File: src/rtl/cache_sync_walker.sv
module cache_sync_walker #(
  parameter int LINES = 8,
  localparam int IDX_W = (LINES > 1) ? $clog2(LINES) : 1
) (
  input  logic             clk,
  input  logic             rst_n,
  input  logic             flush_n,
  input  logic             sync_n,
  output logic             busy,
  output logic             done,
  output logic [IDX_W-1:0] line_idx,
  output logic             wb_req,
  input  logic             wb_ack,
  output logic             inq_req,
  output logic             inq_inv,
  input  logic             inq_ack,
  input  logic [1:0]       arr_rdata,
  output logic             arr_we,
  output logic [1:0]       arr_wdata
);
  localparam logic [1:0] ST_I = 2'd0;
  localparam logic [1:0] ST_E = 2'd2;
  localparam logic [1:0] ST_M = 2'd3;
  localparam logic [IDX_W-1:0] LAST = IDX_W'(LINES - 1);

  typedef enum logic [2:0] {IDLE, LOOK, WB, INQ, UPD, FIN} phase_t;

  phase_t           ph;
  logic [IDX_W-1:0] ptr;
  logic             is_flush;
  logic             was_m;

  always_ff @(posedge clk) begin
    if (!rst_n) begin
      ph       <= IDLE;
      ptr      <= '0;
      is_flush <= 1'b0;
      was_m    <= 1'b0;
    end else begin
      case (ph)
        IDLE: if (!flush_n || !sync_n) begin
          ph       <= LOOK;
          ptr      <= '0;
          is_flush <= !flush_n;
        end
        LOOK: begin
          was_m <= (arr_rdata == ST_M);
          ph    <= (arr_rdata == ST_M) ? WB : INQ;
        end
        WB:  if (wb_ack) ph <= INQ;
        INQ: if (inq_ack) ph <= UPD;
        UPD: begin
          if (ptr == LAST) ph <= FIN;
          else begin
            ptr <= ptr + 1'b1;
            ph  <= LOOK;
          end
        end
        FIN:     ph <= IDLE;
        default: ph <= IDLE;
      endcase
    end
  end

  assign busy      = (ph != IDLE);
  assign done      = (ph == FIN);
  assign line_idx  = ptr;
  assign wb_req    = (ph == WB);
  assign inq_req   = (ph == INQ);
  assign inq_inv   = is_flush;
  assign arr_we    = (ph == UPD) && (is_flush || was_m);
  assign arr_wdata = is_flush ? ST_I : ST_E;
endmodule


File: config.mk
export PLATFORM = sky130hd
export DESIGN_NAME = cache_sync_walker
export DESIGN_NICKNAME = d
export VERILOG_FILES = /design/src/rtl/cache_sync_walker.sv
export SDC_FILE = /design/constraint.sdc
export NUM_CORES = 1
export LEC_CHECK = 0
export ABC_AREA = 1
export BUFFER_PORTS_ARGS = -buffer_cell sky130_fd_sc_hd__buf_4
export CORE_AREA = 2 2 39 41
export CTS_CLUSTER_DIAMETER = 200
export CTS_CLUSTER_SIZE = 20
export DETAILED_ROUTE_END_ITERATION = 16
export DIE_AREA = 0 0 41 43
export GPL_TIMING_DRIVEN = 0
export SYNTH_ARGS = -nofsm -noshare
export SYNTH_HDL_FRONTEND = slang
export SYNTH_SLANG_ARGS = --single-unit
File: constraint.sdc
create_clock -name clk -period 1.7 [get_ports clk]
set_input_delay 0.085 -clock clk [delete_from_list [all_inputs] [get_ports clk]]
set_output_delay 0.085 -clock clk [all_outputs]
set_load 0.03 [all_outputs]
=== Yosys cells after proc, flatten, opt, wreduce, memory -nomap -nowiden ===
Cells that the tools add are included.

* Multiplexer cells: 10
* Bitwise gates (word level): 0
* Reduce and logical (&&, ||, !) cells: 11
* $add $sub $neg: 1
* Shift operators: 0
* $lt $le $gt $ge: 0
* Eq/ne operators: 11
* Divide/modulo/power cells: 0
* $mul: 0

{| class="wikitable"
|+ Operators by type and width
! operator !! count
|-
| 2-to-1 mux 3 bit || 6
|-
| case mux 3 bit (5 select lines) || 1
|-
| equality test 3 bit, second input constant || 3
|-
| equality test 3 x 2 -> 1 bit, second input constant || 2
|-
| case mux 3 bit (2 select lines) || 1
|-
| AND reduction 3 bit || 2
|-
| != test 2 x 1 -> 1 bit, second input constant || 2
|-
| != test 2 bit, second input constant || 2
|-
| adder 3 x 1 -> 3 bit, second input constant || 1
|-
| equality test 3 x 1 -> 1 bit, second input constant || 1
|-
| logical NOT 3 bit || 1
|-
| nonzero test 3 bit || 1
|-
| equality test 2 bit, second input constant || 1
|-
| logical NOT 1 bit || 2
|-
| logical OR 1 bit || 2
|-
| 2-to-1 mux 2 bit || 1
|-
| AND reduction 2 bit || 1
|-
| nonzero test 2 bit || 1
|-
| logical AND 1 bit || 1
|-
| 2-to-1 mux 1 bit || 1
|}

* Latch bits: 0
* Output and inout port bits: 11
* Bits in writable memories: 0
* Register bits after elaboration: 8
* Logic and storage cells: 37
* Memories: 0
* ROM bits: 0

=== Longest topological paths before layout ===
* Depth after elaboration: 4
* Depth in mapped cells: 7

=== Worst setup path after synthesis ===
Ideal clock, no wire load.

* Kind: reg-to-output
* Start point: register is_flush (netlist: inq_inv)
* End point: output arr_we
* Slack: 0.314 ns
* Buffers on the path: 0
* Data arrival time: 1.301 ns
* Data required time: 1.615 ns
* Stages on the path, launching flop included: 3
* Cells stage by stage: dfxtp_1 inv_1 a21oi_1

* Longest elaborated chain between the ends: 2

{| class="wikitable"
|+ RTL lines
! what !! line !! text
|-
| from (decl) || 30 || <nowiki>logic is_flush;</nowiki>
|-
| from (signal assigned) || 44 || <nowiki>is_flush <= !flush_n;</nowiki>
|-
| logical OR 1 bit || 71 || <nowiki>assign arr_we = (ph == UPD) && (is_flush || was_m);</nowiki>
|-
| logical AND 1 bit || 71 ||
|-
| to (decl) || 18 || <nowiki>output logic arr_we,</nowiki>
|}

Every way passes these cells.

=== Worst setup path after layout ===
* Start point: register ph[1]
* End point: output arr_we

* Longest elaborated chain between the ends: 2

{| class="wikitable"
|+ RTL lines
! what !! line !! text
|-
| from (decl) || 28 || <nowiki>phase_t ph;</nowiki>
|-
| from (signal assigned) || 48 || <nowiki>ph <= (arr_rdata == ST_M) ? WB : INQ;</nowiki>
|-
| equality test 3 bit || 71 ||
|-
| logical AND 1 bit || 71 ||
|}

Every way passes these cells.

==> run metrics <==
commonest cells after routing, fill and taps aside=19 x buf_4, 18 x nand2_1, 13 x inv_1; H-Tree Depth=1; # IOs=19; Synth area leader=dfxtp_1; WP data required=between 1.5 and 2 ns; Leakage=about 0.36 nW; area fraction in compound gates after synthesis=about a tenth; #FFs+latches synth=8; Synth top area share=around a third; outcome=finished, final reports clean; # nets final=roughly 110; GPL Wtd Cong=about 0.7; final worst path period share=between 80% and 90%; final design instance area without fill=662 um2; nature of the critical path endpoint=output port; postcts setup bufs=0; post-synthesis mux area share=0%; largest net degree at the start of global routing=10; number of inserted diodes=0; Power Density=1110 mW/mm2; Adder-Cell Fraction of Synth Area=under 10%; final setup fails=0; mapped cell area=492 um2; cts repair resizes=0; Simple-Gate Fraction of Synth Area=between 30% and 40%; final non-filler cell total=between 100 and 150; Row Count=14; DR WL/cell=around 9.3 um; Skew-Pair Late Insertion Delay=approximately 0.25 ns; sequential-to-total area share from yosys stat=between 30% and 40%; cells after synthesis=76; Num Clock Sinks=8; max-slew violations=0; drt first-iter violations=6; CTS tree=yes; CTS Root Cell=clkbuf_4; largest family of logic cells by synthesized area=simple AND/OR/NAND/NOR gates; MaxCap Viol Count=0; Overall Global Routing Usage=between 10 and 15%; grt total ovfl=0; first-pass GRT wire length=roughly 1600 um; Worst setup SP type=flip-flop; largest cells by area after synthesis=dfxtp_1 33%, nand2_1 14%, inv_1 9.9%, a21oi_1 8.1%, nand3_1 6.1%; Antenna Nets Post-Route=0; dpl cells=109; Layout Skew=just over 0.007 ns; hpwl dp=~890 um; final hold slack=between 0.1 and 0.15 ns; VDD IR max=between 0.5 and 0.6 mV; routed via count=between 500 and 600; DRT Pass-1 Iters=4; synth unique cells=17; Post-DP Area=639 um2; port bufs=17; Num CTS Buffers=3; GR Util met2=between 20% and 30%; met1 Resource Use GR=between 10% and 20%; number of global-route vias before repair=about 430; Final Critical Period=1.39 ns; fillers=150; Die Y=~43 um; WP data arrival=between 1 and 1.5 ns; CP max FO=7; final wirelength=1040 um; CTS Buffer Depth=2; post-DR vias/cell=roughly 4.6; area delta synth->final=34.6%; share of cells above drive strength 1=between 30% and 40%; final hold violation count=0; YS warnings=0; TNS Setup=0 ns; post-route DRC violation count=0; CTS clk-pin slew, worst paths=~0.050 ns; antenna violations before repair=0; die area=between 0.0015 and 0.002 mm2; Initial Util=between 30% and 40%; Synth Net Count=86; crit path kind=flip-flop to output port; Max Clock Freq=between 700 and 800 MHz; die width=slightly above 40 um; Hold Buf Count CTS=0; layer with the highest usage=met2; dpl ws=about 0.36 ns; Core Footprint=about 0.0014 mm2; Final WS setup=0.309 ns; RSZ-0062 raised after global routing=no; Mapped Avg Cell Area=6.47 um2; met3 Track Usage GR=~3.1%; post-synthesis xor/xnor area fraction=0%; commonest non-fill, non-tap cell in the layout=buf_4; Hold/Removal Path Class=primary input to flip-flop
final cells by class:
class                      instances  area [um2]  area share, %
multi-input combinational         51         260           39.3
tap                               16        20.0           3.02
timing repair buffer              17         128           19.3
inverter                          15        56.3           8.51
clock buffer                       3        22.5           3.40
buffer                             2        15.0           2.27
sequential                         8         160           24.2
metal layers:
layer  wire (um)  vias to the layer above
met2         500                       15
met5           0                        -
li1            -                      278
met3          60                        2
met1         473                      220
met4           5                        0
Yosys cell counts:
| master | number |
|---|---|
| buf_4 | 2 |
| nor2_1 | 4 |
| nand2_2 | 1 |
| nand3_2 | 1 |
| nor2_2 | 4 |
| nor3_1 | 1 |
| o22ai_1 | 1 |
| dfxtp_1 | 8 |
| nand3_1 | 6 |
| nand2_1 | 18 |
| inv_2 | 2 |
| conb_1 | 1 |
| a21oi_1 | 8 |
| nand3b_1 | 1 |
| ha_1 | 2 |
| inv_1 | 13 |
| nand4_1 | 3 |
power breakdown:
part / switching [mW] / internal (mW) / total (mW)
Combinational: 0.220 / 0.125 / 0.346
Clock: 0.0602 / 0.0805 / 0.141
Sequential: 0.0314 / 0.220 / 0.251
Total: 0.312 / 0.426 / 0.738
flip-flops by register name (all words and copies together) (netlist names):
name,flops
inq_inv,1
line_idx,3
was_m,1
ph,3
worst max-delay path: stages, from the launching register on:
cell and delay [ns]:
dfxtp_1 0.37, nor2_2 0.24, nand2_1 0.14, a21oi_1 0.14, buf_4 0.17
stage by stage:
stage	power [mW]	utilization (%)
finish	0.738	47.8
global route	0.799	47.8
CTS	0.750	47.8
detailed placement	0.607	46.2
global placement	0.603	46.2
floorplan	0.499	-
path summary, 6_finish.rpt:
path                                  start           to  slack, ns  depth (start not counted)
worst max-delay path                  ph[1]       arr_we       0.31                          4
worst min-delay path                  rst_n  line_idx[0]       0.11                          3
worst max register to register  line_idx[0]  line_idx[0]       0.36                          6
worst min register to register        was_m        was_m       0.46                          2
kinds of logic (layout without fill, tap and decap cells):
| logic type | count (synthesis) | in the layout |
|---|---|---|
| AO/OA/AOI/OAI | 9 | 9 |
| AND/OR/NAND/NOR | 39 | 39 |
| flip-flops | 8 | 8 |
| other | 1 | 1 |
| adder cells (fa/ha/maj) | 2 | 2 |
| buffers and inverters | 17 | 37 |
(Power assumes the default switching activity.)
